**src/rtl/supply_guard_pkg.sv**
```systemverilog
package supply_guard_pkg;
  typedef enum logic [1:0] {
    ST_NORMAL  = 2'd0,
    ST_PROTECT = 2'd1,
    ST_BACKUP  = 2'd2,
    ST_RECOVER = 2'd3
  } guard_state_e;

  localparam int unsigned NUM_FLAGS = 3;
  localparam int unsigned FLAG_OK   = 0;
  localparam int unsigned FLAG_TRIP = 1;
  localparam int unsigned FLAG_LOW  = 2;
  // reset values assume a supply that is not yet trusted
  localparam logic [NUM_FLAGS-1:0] FLAG_RST = 3'b010;
endpackage

```
**src/rtl/flag_filter.sv**
```systemverilog
module flag_filter #(
  parameter int unsigned DEB_CYC = 3,
  parameter bit          RST_VAL = 1'b0
) (
  input  logic clk_i,
  input  logic rst_ni,
  input  logic raw_i,
  output logic flt_o
);
  localparam int unsigned CW = (DEB_CYC > 1) ? $clog2(DEB_CYC) : 1;

  logic          s1_q, s2_q, flt_q;
  logic [CW-1:0] cnt_q;

  always_ff @(posedge clk_i or negedge rst_ni) begin
    if (!rst_ni) begin
      s1_q <= RST_VAL;
      s2_q <= RST_VAL;
    end else begin
      s1_q <= raw_i;
      s2_q <= s1_q;
    end
  end

  // flip only after DEB_CYC consecutive disagreeing samples
  always_ff @(posedge clk_i or negedge rst_ni) begin
    if (!rst_ni) begin
      flt_q <= RST_VAL;
      cnt_q <= '0;
    end else if (s2_q != flt_q) begin
      if (cnt_q == CW'(DEB_CYC - 1)) begin
        flt_q <= s2_q;
        cnt_q <= '0;
      end else begin
        cnt_q <= cnt_q + 1'b1;
      end
    end else begin
      cnt_q <= '0;
    end
  end

  assign flt_o = flt_q;
endmodule

```
**src/rtl/guard_fsm.sv**
```systemverilog
module guard_fsm
  import supply_guard_pkg::*;
#(
  parameter int unsigned REC_CYC = 200000
) (
  input  logic         clk_i,
  input  logic         rst_ni,
  input  logic         ok_i,
  input  logic         trip_i,
  input  logic         low_i,
  input  logic         host_busy_i,
  output guard_state_e state_o
);
  localparam int unsigned CW = $clog2(REC_CYC + 1);

  guard_state_e  state_q, state_d;
  logic [CW-1:0] cnt_q;
  logic          window_done;

  assign window_done = (cnt_q == CW'(REC_CYC - 1)) && !host_busy_i;

  always_comb begin
    state_d = state_q;
    unique case (state_q)
      ST_NORMAL:  if (trip_i || low_i) state_d = ST_PROTECT;
      ST_PROTECT: begin
        if (low_i)               state_d = ST_BACKUP;
        else if (ok_i && !trip_i) state_d = ST_RECOVER;
      end
      ST_BACKUP:  if (!low_i) state_d = ST_PROTECT;
      ST_RECOVER: begin
        if (low_i || trip_i || !ok_i) state_d = ST_PROTECT;
        else if (window_done)         state_d = ST_NORMAL;
      end
      default:    state_d = ST_PROTECT;
    endcase
  end

  always_ff @(posedge clk_i or negedge rst_ni) begin
    if (!rst_ni) state_q <= ST_PROTECT;
    else         state_q <= state_d;
  end

  // recovery window, restarted by any host strobe
  always_ff @(posedge clk_i or negedge rst_ni) begin
    if (!rst_ni)                   cnt_q <= '0;
    else if (state_q != ST_RECOVER) cnt_q <= '0;
    else if (host_busy_i)           cnt_q <= '0;
    else                            cnt_q <= cnt_q + 1'b1;
  end

  assign state_o = state_q;
endmodule

```
**src/rtl/access_gate.sv**
```systemverilog
module access_gate #(
  parameter int unsigned DW = 8
) (
  input  logic          clk_i,
  input  logic          rst_ni,
  input  logic          en_i,
  input  logic          host_sel_i,
  input  logic          host_wr_i,
  input  logic          host_rd_i,
  input  logic [DW-1:0] mem_rdata_i,
  output logic          mem_sel_o,
  output logic          mem_wr_o,
  output logic          mem_rd_o,
  output logic [DW-1:0] bus_rdata_o,
  output logic          bus_oe_o,
  output logic          abort_o
);
  logic en_q;
  logic rd_en;

  always_ff @(posedge clk_i or negedge rst_ni) begin
    if (!rst_ni) en_q <= 1'b0;
    else         en_q <= en_i;
  end

  // write strobe wins over output enable
  assign rd_en       = en_i && host_sel_i && host_rd_i && !host_wr_i;
  assign mem_sel_o   = en_i && host_sel_i;
  assign mem_wr_o    = en_i && host_sel_i && host_wr_i;
  assign mem_rd_o    = rd_en;
  assign bus_oe_o    = rd_en;
  assign bus_rdata_o = rd_en ? mem_rdata_i : '0;
  assign abort_o     = en_q && !en_i && host_sel_i;
endmodule

```
**src/rtl/supply_guard.sv**
```systemverilog
module supply_guard
  import supply_guard_pkg::*;
#(
  parameter int unsigned DW      = 8,
  parameter int unsigned DEB_CYC = 3,
  parameter int unsigned REC_CYC = 200000
) (
  input  logic          clk_i,
  input  logic          rst_ni,
  input  logic          supply_ok_async_i,
  input  logic          supply_trip_async_i,
  input  logic          supply_low_async_i,
  input  logic          host_sel_i,
  input  logic          host_wr_i,
  input  logic          host_rd_i,
  input  logic [DW-1:0] mem_rdata_i,
  output logic          mem_sel_o,
  output logic          mem_wr_o,
  output logic          mem_rd_o,
  output logic [DW-1:0] bus_rdata_o,
  output logic          bus_oe_o,
  output logic          wr_prot_o,
  output logic          batt_sel_o,
  output logic          access_en_o,
  output logic          abort_o
);
  logic [NUM_FLAGS-1:0] raw_flags, flt_flags;
  guard_state_e         state;

  assign raw_flags[FLAG_OK]   = supply_ok_async_i;
  assign raw_flags[FLAG_TRIP] = supply_trip_async_i;
  assign raw_flags[FLAG_LOW]  = supply_low_async_i;

  for (genvar i = 0; i < NUM_FLAGS; i++) begin : g_flt
    flag_filter #(
      .DEB_CYC (DEB_CYC),
      .RST_VAL (FLAG_RST[i])
    ) u_flt (
      .clk_i  (clk_i),
      .rst_ni (rst_ni),
      .raw_i  (raw_flags[i]),
      .flt_o  (flt_flags[i])
    );
  end

  guard_fsm #(.REC_CYC(REC_CYC)) u_fsm (
    .clk_i       (clk_i),
    .rst_ni      (rst_ni),
    .ok_i        (flt_flags[FLAG_OK]),
    .trip_i      (flt_flags[FLAG_TRIP]),
    .low_i       (flt_flags[FLAG_LOW]),
    .host_busy_i (host_sel_i || host_wr_i),
    .state_o     (state)
  );

  assign access_en_o = (state == ST_NORMAL);
  assign wr_prot_o   = (state != ST_NORMAL);
  assign batt_sel_o  = (state == ST_BACKUP);

  access_gate #(.DW(DW)) u_gate (
    .clk_i       (clk_i),
    .rst_ni      (rst_ni),
    .en_i        (access_en_o),
    .host_sel_i  (host_sel_i),
    .host_wr_i   (host_wr_i),
    .host_rd_i   (host_rd_i),
    .mem_rdata_i (mem_rdata_i),
    .mem_sel_o   (mem_sel_o),
    .mem_wr_o    (mem_wr_o),
    .mem_rd_o    (mem_rd_o),
    .bus_rdata_o (bus_rdata_o),
    .bus_oe_o    (bus_oe_o),
    .abort_o     (abort_o)
  );
endmodule

```
**config.mk**
```make
export PLATFORM = sky130hd
export DESIGN_NAME = supply_guard
export DESIGN_NICKNAME = d
export VERILOG_FILES = /design/src/rtl/supply_guard_pkg.sv /design/src/rtl/flag_filter.sv /design/src/rtl/guard_fsm.sv /design/src/rtl/access_gate.sv /design/src/rtl/supply_guard.sv
export SDC_FILE = /design/constraint.sdc
export NUM_CORES = 1
export LEC_CHECK = 0
export BUFFER_PORTS_ARGS = -buffer_cell sky130_fd_sc_hd__clkbuf_2
export CAP_MARGIN = 25
export CORE_MARGIN = 2
export CORE_UTILIZATION = 25
export CTS_CLUSTER_DIAMETER = 120
export DETAILED_ROUTE_END_ITERATION = 8
export PLACE_DENSITY_LB_ADDON = 0.05
export SLEW_MARGIN = 5
export SYNTH_ARGS = -nofsm -noshare
export SYNTH_HDL_FRONTEND = slang
export SYNTH_SLANG_ARGS = --single-unit
```
**constraint.sdc**
```tcl
create_clock -name clk_i -period 3.3 [get_ports clk_i]
set_input_delay 0.165 -clock clk_i [delete_from_list [all_inputs] [get_ports clk_i]]
set_output_delay 0.165 -clock clk_i [all_outputs]
set_load 0.005 [all_outputs]
```
* Word-level counts from Yosys, hierarchy flattened *
Cells that the tools add are included.

word-level totals
  register bits = 36
  input bits = 16
  logic and storage cells = 72

operators by class
  add/sub/neg operators = 4
  eq/ne operators = 15
  mux-type cells = 16
  reductions and logical operators = 22

operator list
  kind                     count
  $mux W18                 2
  $mux W2                  12
  $add A18 B1 Y18 const B  1
  $eq A18 B18 Y1 const B   1
  $eq A2 B2 Y1 const B     5
  $logic_and A1 B1 Y1      8
  $mux W8                  1
  $pmux W2 S4              1
  $add A2 B1 Y2 const B    3
  $ne A2 B2 Y1 const B     3
  $reduce_and A2 Y1        3
  $logic_not A1 Y1         5
  $reduce_and A4 Y1        1
  $logic_or A1 B1 Y1       3
  $ne A1 B1 Y1             3
  $ne A3 B1 Y1 const B     1
  $ne A3 B2 Y1 const B     1
  $eq A2 B1 Y1 const B     1
  $logic_not A2 Y1         1
  $reduce_bool A2 Y1       1

* Longest topological paths before layout *
Gate-level depths: netlist of the first run.

  depth after elaboration = 6
  depth in mapped cells = 5
  gate-level depth less buffers = 4

* Cells and area by module *
A second synthesis of the first run with hierarchy kept.

unflattened totals
  cells, all modules = 162
  area total of the unflattened synthesis = 1757.9 sq um

by module, submodules not included
  module                            times used  cells each  area each (sq um)  sequential area each (sq um)
  guard_fsm                         1           112         1079.8             501.7
  flag_filter (g_flt[0].u_flt ...)  2           10          175.2              125.1
  flag_filter (g_flt[1].u_flt)      1           10          178.9              128.9
  access_gate                       1           16          123.9              25.0
  supply_guard                      1           4           25.0               0.0

* Worst setup path before layout of the first run *
Ideal clock, no wire load.

  path type = flip-flop to flip-flop
  start point = reg u_fsm.state_q[0], in the netlist u_fsm.state_o[0]
  end point = reg u_fsm.cnt_q[11]
  library setup time = 83 ps
  arrival = 1603 ps
  required time = 3217 ps
  slack = 1615 ps
  stages on the path, launching flop included = 6
  buffers on the path = 1
  clock period less this slack = 1685 ps
  cells stage by stage = dfstp_2 -> nand2_1 -> or3_1 -> buf_2 -> or4_1 -> o21ai_0

between the ends
  word-level cells in the longest chain between the ends = 2

RTL lines
  element                   RTL line         source
  start: declaration        guard_fsm.sv:16  guard_state_e state_q, state_d;
  start signal: assignment  guard_fsm.sv:41  else state_q <= state_d;
  $ne A2 B2 Y1              guard_fsm.sv:47  else if (state_q != ST_RECOVER) cnt_q <= '0;
  $mux W18                  guard_fsm.sv:47
  end signal: assignment    guard_fsm.sv:49  else cnt_q <= cnt_q + 1'b1;
  end: declaration          guard_fsm.sv:17  logic [CW-1:0] cnt_q;

No other way between the ends.
A chain may end at the register's enable or synchronous reset.

* Final worst setup path of the first run *
Ends and elaborated chain as after synthesis.

==> reports/qor.yml, run 1 <==
status: "finished, final reports clean"
grt_max_degree: 37
drc: 0
power_mw: 1.14
drtPass1Iterations: 3
ios: 32
cts_made_buffers: 5
gp_congestion: 0.728
arrival_ns: 2.18
layout_commonest_cell: "dfrtp_1"
fin_skew_ns: 0.00562
vias: 1249
period_share_pct: 59.6
synth_top_family_by_area: "simple AND/OR/NAND/NOR gates"
final_cell_mix: "dfrtp_1, clkbuf_2, nor2_1, and2_1"
yosys.area.top_type_share_pct: 49.3
antenna_cells: 0
initialDrtViolationCount: 45
core_area_um2: 6310
overflow: 0
die_w_um: 84.6
ys_types: 33
swShare_pct: 28.6
fmax_mhz: 508
crit_type: "flop to flop"
numClockSinks: 36
ys_ff_latch: 36
crit_fanout: 17
cts_resized: 0
synthTopCellsByArea: "dfrtp_1, dfstp_2, xor2_1"
pwr_density_cell_nw_per_um2: 569
sequentialPowerShare_pct: 52.5
final_antenna_net_count: 0
dr.max_layer_used: "met4"
cts_setup_buffers: 0
irDropWorstVdd_mv: 0.151
grt_pass1_vias: 1238
initial_core_util_pct: 25.7
clk_latency_ns: 0.29
clk_path_buf_depth: 2
synthAdderAreaFrac_pct: 0.771
synth_compound_area_share_pct: 5.63
area_growth_pct: 23.2
avgSynthCellArea_um2: 10.6
synthCells: 153
finalHoldViolCount: 0
synth_warnings: 0
synth-xor-area-share_pct: 7.02
numPortBuffers: 31
crit_path_start_kind: "flop"
p_switching_mw: 0.326
htree_levels: 2
wl_met1_um: 1600
cts_tree: "done"
num_rows: 29
yosys.area_share.simple_pct: 26.7
cts-root-buf: "clkbuf_8"
drt_wl_total_um: 3370
dr_wl_met2_um: 1510
whs_ns: 0.229
die_h_um: 84.6
rsz0062_at_grt: "false"
final_util_pct: 31.7
power_frac_comb_pct: 19.1
finalSetupViolCount: 0
fin_crit_ns: 1.97
post_drt_wl_per_cell_um: 12.5
vias_per_cell: 4.64
die_area_um2: 7150
slew_headroom_pct: 61.4
clk_pin_slew_ns: 0.07
fin_nets: 208
antenna_found_initial: 0
synth.largest_area_cell: "dfrtp_1"
slew_viol_final: 0
worstHoldPathType: "input port to async pin"
yosysSeqAreaShare_pct: 55.8
p_int_mw: 0.812
worst-slew-pin-transition_ns: 0.578
cp.required_ns: 3.51
cp-end-kind: "flop"
drv_cap: 0
p_leak_nw: 0.881
grt_pass1_wl_um: 5710
hpwl_um: 2420
grt_use_total_pct: 10.1
synth_mux_area_share_pct: 2.08
drive_gt1_share_pct: 23.4
wl_met3_um: 201
netlist_area_um2: 1620
synth_fp_nets: 170
final.setup.tns_ns: 0
pwr-share-clk_pct: 28.4
[power groups by stage]
stage	sequential (mW)	clock, mW	combinational [mW]
CTS	0.599	0.342	0.221
detailed placement	0.607	0	0.216
finish	0.597	0.324	0.218
global placement	0.595	0	0.204
global route	0.612	0.364	0.242
floorplan	0.582	0	0.152
[Yosys cell counts]
cell,n
dfrtp_1,32
nor2_1,14
and2_1,11
nand2_1,9
xor2_1,9
nand3_1,7
o21ai_0,7
nand4_1,6
a21oi_1,5
nor3_1,5
dfstp_2,4
or3_1,4
xnor2_1,4
and3_1,3
mux2_2,3
nor2b_1,3
nor3b_1,3
or4_1,3
and2b_1,2
and4_1,2
buf_2,2
clkbuf_1,2
inv_1,2
o211ai_1,2
and3b_1,1
buf_4,1
ha_1,1
nand2b_1,1
nor4_1,1
nor4b_1,1
nor4bb_1,1
o311ai_0,1
o31ai_1,1
[flip-flops by register name (all words and copies together), names as in the netlist]
register           count
g_flt.u_flt.s1_q       3
g_flt.u_flt.cnt_q      6
u_gate.en_q            1
g_flt.u_flt.flt_o      3
g_flt.u_flt.s2_q       3
u_fsm.cnt_q           18
u_fsm.state_o          2
[worst max-delay path, stage by stage (launching register included)]
cell	delay (ns)
dfstp_2	0.59
nand2_1	0.08
or3_1	0.58
or4_1	0.58
o21ai_0	0.08
[logic make-up (layout without fill, tap and decap cells)]
family / count (synthesis) / count (layout)
AO/OA/AOI/OAI: 16 / 16
XOR/XNOR: 13 / 13
adder cells (fa/ha/maj): 1 / 1
buffers and inverters: 7 / 46
flip-flops: 36 / 36
multiplexers: 3 / 3
AND/OR/NAND/NOR: 77 / 77
[path summary, 6_finish.rpt]
| check | from | endpoint | slack, ns | depth (start not counted) |
|---|---|---|---|---|
| worst min register to register | g_flt[2].u_flt.s1_q | g_flt[2].u_flt.s2_q | 0.35 | 0 |
| worst min-delay path | rst_ni | u_fsm.cnt_q[17] | 0.23 | 2 |
| worst max-delay path | u_fsm.state_o[0] | u_fsm.cnt_q[11] | 1.33 | 4 |
| max in group asynchronous | rst_ni | g_flt[1].u_flt.s1_q | 2.59 | 3 |
| min in group clk_i | host_wr_i | u_fsm.cnt_q[11] | 0.28 | 4 |
| worst max register to register | u_fsm.state_o[0] | u_fsm.cnt_q[11] | 1.33 | 4 |
[per-stage QoR]
| stage | setup WS (ns) | std cells | area, um^2 |
|---|---|---|---|
| 4_1_cts | 1.29 | 267 | 1970 |
| 3_3_place_gp | 1.37 | 256 | 1850 |
| 6_report | 1.33 | 269 | 2000 |
| 3_5_place_dp | 1.32 | 256 | 1850 |
| 5_1_grt | 1.16 | 269 | 2000 |
| 2_1_floorplan | 1.61 | 153 | 1620 |
[per-layer routing]
metal / track usage [%] / vias up
met1: 12.7 / 598
met4: 3.90 / 0
met3: 3.34 / 6
li1: - / 610
met2: 16.0 / 35
met5: 0 / -
[cell type report]
cell class              count  area (um^2)
clock buffers               8         90.1
well taps                  77         96.3
flip-flops and latches     36          906
fillers                   667         4310
inverters                   2         7.51
multi-input cells         110          684
repair buffers             36          215
[timing repair]
item / CTS / global route
endpoints found under the hold margin: 3 / 32
setup endpoints to repair: 0 / 0
hold buffers: 3 / 1
Power figures use the tool's default switching activity.
==> run 2: changes to the inputs <==
==> constraint.sdc (replaced) <==
create_clock -name clk_i -period 1.92 [get_ports clk_i]
set_input_delay 0.096 -clock clk_i [delete_from_list [all_inputs] [get_ports clk_i]]
set_output_delay 0.096 -clock clk_i [all_outputs]
set_load 0.005 [all_outputs]
==> run 2 against run 1 <==
Compared with the run above: non-clock buffer count grew 1; die area is the same; wire length grew 0.36%; first-iteration DRC count shrank 13%; count of clock-buffer cells in the layout shrank 1; power grew 73%; design area grew 0.13%; clock skew grew 0.0013 ns; highest routed layer unchanged.
==> reports/qor.yml, run 2 (synthesized netlist as in run 1, its figures left out) <==
pwr-share-clk_pct: 28.9  # +0.5 points
die_w_um: 84.6  # unchanged
num_rows: 29  # unchanged
irDropWorstVdd_mv: 0.332  # +120%
grt_pass1_wl_um: 5840  # +2.3%
p_leak_nw: 0.879  # -0.24%
globalRouteMet2Util_pct: 16.9  # +0.86 points
cp_cell_sequence: "nor2_2, and2_1, and3b_2, and2_1, clkbuf_2"
slew_viol_final: 0  # unchanged
numPortBuffers: 31  # unchanged
clk_latency_ns: 0.29  # about the same
clk_pin_slew_ns: 0.07  # about the same
final_util_pct: 31.7  # +0.040 points
worst-slew-pin-transition_ns: 0.516  # -0.0621 ns
sequentialPowerShare_pct: 52.0  # -0.5 points
vias_per_cell: 4.68  # +0.75%
htree_levels: 2  # unchanged
power_frac_comb_pct: 19.1  # about the same
cp_num_buf_inv: 1  # +1
design_area_um2: 2000  # +0.13%
final_antenna_net_count: 0  # unchanged
hpwl_um: 2420  # about the same
fmax_mhz: 563
fin_ws_ns: 0.144  # -1.19 ns
final.setup.tns_ns: 0  # unchanged
grt_util_met3_pct: 3.05  # -0.29 points
grt_use_total_pct: 10.2  # +0.14 points
finalSetupViolCount: 0  # unchanged
largest_reg_flops: 18  # unchanged
clk_path_buf_depth: 2  # unchanged
vias: 1263  # +1.1%
cpMaxStageDelayCell: "dfstp_2"
post_dp_cell_area_um2: 1860  # +0.81%
antenna_cells: 0  # unchanged
drive_gt1_share_pct: 25.4  # +2.0 points
cts-root-buf: "clkbuf_8"
initialDrtViolationCount: 39  # -13%
cts_made_buffers: 5  # unchanged
p_int_mw: 1.40  # +72%
fin_skew_ns: 0.00692  # +0.00130 ns
fin_crit_ns: 1.78
numClockSinks: 36  # unchanged
grt_pass1_vias: 1262  # +1.9%
dp_worst_setup_slack_ns: 0.244  # -1.07 ns
met1_usage_pct: 12.6  # -0.15 points
ios: 32  # unchanged
crit_path_start_kind: "flop"
cp.required_ns: 1.82  # -1.69 ns
drtPass1Iterations: 4  # +1
die_h_um: 84.6  # unchanged
pwr_density_cell_nw_per_um2: 986  # +73%
cp_common_cell: "and2_1"
drv_cap: 0  # unchanged
cts_tree: "done"
antenna_found_initial: 0  # unchanged
busiest_layer: "met2"
overflow: 0  # unchanged
status: "finished, final reports clean"
core_area_um2: 6310  # unchanged
final_cell_mix: "dfrtp_1, clkbuf_2, nor2_1, and2_1"
crit_type: "flop to output pin"
period_share_pct: 92.5
crit_fanout: 10  # -7
fin_nets: 209  # +0.48%
p_switching_mw: 0.577  # +77%
cp-end-kind: "output pin"
slew_headroom_pct: 65.3  # +3.9 points
cts_setup_buffers: 0  # unchanged
worstHoldPathType: "input port to flop"
grt_max_degree: 37  # unchanged
drc: 0  # unchanged
critPathTopFamily: "simple AND/OR/NAND/NOR gates"
rsz0062_at_grt: "false"
reg_top3: "u_fsm.cnt_q x18, g_flt.u_flt.cnt_q x6"
regMostFlops: "u_fsm.cnt_q"
arrival_ns: 1.68  # -0.50 ns
swShare_pct: 29.2  # +0.56 points
gp_congestion: 0.758  # +4.2%
finalHoldViolCount: 0  # unchanged
slowest_delay_ns: 0.60  # about the same
drt_wl_total_um: 3390  # +0.36%
layout_commonest_cell: "dfrtp_1"
die_area_um2: 7150  # unchanged
area_growth_pct: 23.4
initial_core_util_pct: 25.7  # unchanged
post_drt_wl_per_cell_um: 12.5  # about the same
run 2: cell types whose count changed in the layout (fill, tap and decap cells not counted), sizes merged:
cell	previous run	this run
buf	1	2
clkbuf	39	38
clkinvlp	0	1
run 2: per-layer routing:
metal  vias to the layer above  wire [um]
li1                        613          -
met1                       607       1630
met2                        37       1470
met5                         -          0
met3                         6        220
met4                         0         59
run 2: repair_timing:
| action | 4_1_cts | 5_1_grt |
|---|---|---|
| hold buffers | 4 | 0 |
| endpoints found under the setup margin | 0 | 10 |
| hold endpoints to repair | 35 | 0 |
| resized for setup | 0 | 2 |
run 2: final cells by class:
cell class | instances | area [um^2]
clock buffer | 7 | 86.3
clock inverter | 1 | 7.51
fill | 688 | 4310
inverter | 2 | 7.51
multi-input combinational | 110 | 688
sequential | 36 | 906
tap | 77 | 96.3
timing repair buffer | 37 | 210
run 2: worst paths after layout:
path / from / endpoint / slack [ns] / cells after the start
setup / recovery: u_fsm.state_o[0] / bus_rdata_o[1] / 0.14 / 5
hold / removal: host_sel_i / u_fsm.cnt_q[11] / 0.22 / 4
setup reg to reg: u_fsm.cnt_q[2] / u_fsm.cnt_q[17] / 0.22 / 4
hold reg to reg: g_flt[0].u_flt.s1_q / g_flt[0].u_flt.s2_q / 0.35 / 0
max in group asynchronous: rst_ni / g_flt[1].u_flt.s2_q / 1.17 / 3
min in group asynchronous: rst_ni / u_gate.en_q / 0.39 / 3
run 2: power groups by stage:
stage | Clock, mW | Sequential [mW] | Combinational [mW]
after global routing | 0.631 | 1.05 | 0.426
final | 0.571 | 1.03 | 0.376
after detailed placement | 0 | 1.04 | 0.377
after floorplan | 0 | 1.00 | 0.262
after global placement | 0 | 1.03 | 0.360
after CTS | 0.591 | 1.03 | 0.385
run 2: through the flow:
step	instances	power [mW]	hold slack, ns
4_1_cts	270	2.00	0.214
3_5_place_dp	258	1.42	0.181
5_1_grt	270	2.11	0.259
3_3_place_gp	258	1.39	0.169
2_1_floorplan	153	1.26	-0.200
6_report	270	1.97	0.216
run 2: worst register-to-register path, cell delays in order (launching register included):
cell and delay [ns]:
dfrtp_1 0.41, and4_1 0.35, nand3_1 0.25, or4_1 0.45, a21oi_1 0.16
==> run 3: changes to the inputs <==
--- a/config.mk
+++ b/config.mk
@@ -5,6 +5,7 @@
 export SDC_FILE = /design/constraint.sdc
 export NUM_CORES = 1
 export LEC_CHECK = 0
+export ABC_AREA = 1
 export BUFFER_PORTS_ARGS = -buffer_cell sky130_fd_sc_hd__clkbuf_2
 export CAP_MARGIN = 25
 export CORE_MARGIN = 2
==> run 3 against run 2 <==
Compared with the run above: setup slack better by 0.058 ns; critical path depth is 1 higher; worst hold slack worse by 0.066 ns; design area is 8.6% higher; die area is 8.7% higher; first-iteration DRC count is 41% higher; synthesized area is 9.1% higher; sequential power hardly changed; register-to-register slack better by 0.18 ns; largest cell class unchanged; highest routed layer unchanged.
==> reports/qor.yml, run 3 <==
regMostFlops: "u_fsm.cnt_q"
clk_latency_ns: 0.29  # about the same
crit_path_start_kind: "flop"
clk_pin_slew_ns: 0.08  # about the same
initialDrtViolationCount: 55  # +41%
drive_gt1_share_pct: 24.7  # -0.68 points
period_share_pct: 89.5  # -3.0 points
synth_mux_area_share_pct: 0.565  # -1.5 points
largest_reg_flops: 18  # unchanged
gp_congestion: 0.726  # -4.2%
antenna_cells: 0  # unchanged
hold_end: "u_fsm.cnt_q[1]"
synth_commonest_cells: "nand2_1, nor2_1, dfrtp_1"
rr_worst_depth: 5  # +1
synth-xor-area-share_pct: 1.48  # -5.5 points
rrSetupSlack_ns: 0.40  # +0.18 ns
slew_headroom_pct: 68.1  # +2.8 points
power_mw: 2.08  # +5.5%
area_growth_pct: 22.8
vias: 1481  # +17%
vias_per_cell: 4.17  # -11%
ys_types: 29  # -12%
min_path_cells: 4  # unchanged
slowest_delay_ns: 0.44  # -0.16 ns
r2r-start: "u_fsm.state_o[0]"
fin_nets: 275  # +32%
ys_ff_latch: 36  # unchanged
synthTopCellsByArea: "dfrtp_1, nand2_1, nor2_1"
grt_pass1_vias: 1403  # +11%
r2r_end: "u_fsm.cnt_q[5]"
dp_worst_setup_slack_ns: 0.403  # +0.159 ns
finalSetupViolCount: 0  # unchanged
p_leak_nw: 1.01  # +15%
cp.required_ns: 1.82  # about the same
worstHoldPathType: "input port to flop"
antenna_found_initial: 0  # unchanged
cts_tree: "done"
crit_type: "flop to output pin"
cp_cell_sequence: "nor2_2, inv_2, nor2_2, nand3_2, nor2_1, clkbuf_2"
drtPass1Iterations: 4  # unchanged
yosys.area.top_type_share_pct: 45.2  # -4.1 points
synth_most_common_cell: "nand2_1"
cpMaxStageDelayCell: "dfrtp_1"
drt_wl_total_um: 3790  # +12%
place_inst: 343  # +33%
grt_use_total_pct: 10.9  # +0.64 points
htree_levels: 2  # unchanged
avgSynthCellArea_um2: 8.20  # -23%
synth-edff-count: 0  # unchanged
synth.largest_area_cell: "dfrtp_1"
ios: 32  # unchanged
ys.flop_type: "dfrtp_1"
crit_fanout: 9  # -1
pwr_density_cell_nw_per_um2: 958  # -2.9%
fin_ws_ns: 0.202  # +0.0576 ns
initial_core_util_pct: 25.9  # +0.21 points
cts-root-buf: "clkbuf_8"
die_w_um: 88.2  # +4.2%
final.setup.tns_ns: 0  # unchanged
yosys.area_share.simple_pct: 31.2  # +4.6 points
grt_max_degree: 37  # unchanged
cts_resized: 0  # unchanged
post_drt_wl_per_cell_um: 10.7  # -15%
num_rows: 30  # +3.4%
hp-start: "host_wr_i"
synth_warnings: 0  # unchanged
synth_fp_nets: 233  # +37%
fin_skew_ns: 0.00726  # +0.000340 ns
status: "finished, final reports clean"
design_area_um2: 2170  # +8.6%
numClockSinks: 36  # unchanged
cts_made_buffers: 5  # unchanged
clk_path_buf_depth: 2  # unchanged
irDropWorstVdd_mv: 0.393  # +18%
hpwl_um: 2830  # +17%
die_area_um2: 7770  # +8.7%
grt_pass1_wl_um: 6530  # +12%
synth_top_family_by_area: "simple AND/OR/NAND/NOR gates"
synthArstFlopShare_pct: 100  # unchanged
arrival_ns: 1.62  # -0.06 ns
die_h_um: 88.2  # +4.2%
rsz0062_at_grt: "false"
final_cell_mix: "nand2_1, nor2_1, dfrtp_1, clkbuf_2, inv_1"
yosysSeqAreaShare_pct: 51.2  # -4.7 points
cp-end-kind: "output pin"
synthAdderAreaFrac_pct: 0.707  # -0.064 points
fmax_mhz: 582  # +3.4%
synthCells: 216  # +41%
overflow: 0  # unchanged
final_antenna_net_count: 0  # unchanged
finalHoldViolCount: 0  # unchanged
numPortBuffers: 31  # unchanged
drc: 0  # unchanged
layout_commonest_cell: "nand2_1"
final_util_pct: 31.8  # +0.12 points
post_dp_cell_area_um2: 2040  # +9.5%
drv_cap: 0  # unchanged
core_area_um2: 6830  # +8.2%
synth_compound_area_share_pct: 6.36  # +0.73 points
netlist_area_um2: 1770  # +9.1%
slew_viol_final: 0  # unchanged
instances_no_fill: 355  # +31%
cp_common_cell: "nor2_2"
worst-slew-pin-transition_ns: 0.478  # -0.0382 ns
reg_top3: "u_fsm.cnt_q x18, g_flt.u_flt.cnt_q x6"
whs_ns: 0.150  # -0.0658 ns
fin_crit_ns: 1.72  # -0.0576 ns
-- run 3: kinds of logic after synthesis --
family,Yosys count
AOI/OAI and AO/OA,21
muxes,1
adders and majority gates,1
xor gates and xnor gates,3
buffers and inverters,37
and+or+nand+nor,117
DFF,36
-- run 3: critical path: cells and delay by family, from the launching register on --
| family | cells | cell delay, ns |
|---|---|---|
| AND/OR/NAND/NOR | 4 | 0.69 |
| flip-flops | 1 | 0.44 |
| buffers and inverters | 2 | 0.20 |
-- run 3: timing repair --
action                                 in CTS  in global routing
setup buffers                               0                  0
hold buffers                                4                  0
endpoints found under the hold margin      35                  0
-- run 3: layout make-up --
class                      count  area (um^2)
timing repair buffer          37          210
inverter                      35          131
multi-input combinational    143          714
fill                         747         4660
tap                           96          120
clock buffer                   5         68.8
clock inverter                 3         23.8
sequential                    36          906
-- run 3: per-layer routing --
layer / part of all wire, % / wire length [um] / global-route usage (%)
met1: 51 / 1920 / 14.5
met2: 42 / 1600 / 17.0
met3: 5.6 / 211 / 3.02
met4: 1.6 / 60 / 3.72
met5: 0 / 0 / 0
-- run 3: worst max path at each step --
| stage | startpoint | endpoint | slack, ns | depth (start not counted) |
|---|---|---|---|---|
| after global placement | u_fsm.state_o[0] | u_fsm.cnt_q[6] | 0.32 | 4 |
| after global routing | u_fsm.state_o[1] | bus_rdata_o[3] | 0.05 | 6 |
| after CTS | u_fsm.state_o[1] | bus_rdata_o[5] | 0.16 | 6 |
| after detailed placement | u_fsm.state_o[0] | u_fsm.cnt_q[5] | 0.40 | 5 |
| final | u_fsm.state_o[1] | bus_rdata_o[6] | 0.20 | 6 |
| after floorplan | u_fsm.cnt_q[0] | u_fsm.state_o[1] | 0.64 | 8 |
-- run 3: power by group --
| group | internal, mW | switching (mW) | total (mW) |
|---|---|---|---|
| combinational | 0.210 | 0.302 | 0.512 |
| clock | 0.257 | 0.304 | 0.561 |
| sequential | 0.903 | 0.107 | 1.01 |
| total | 1.37 | 0.713 | 2.08 |
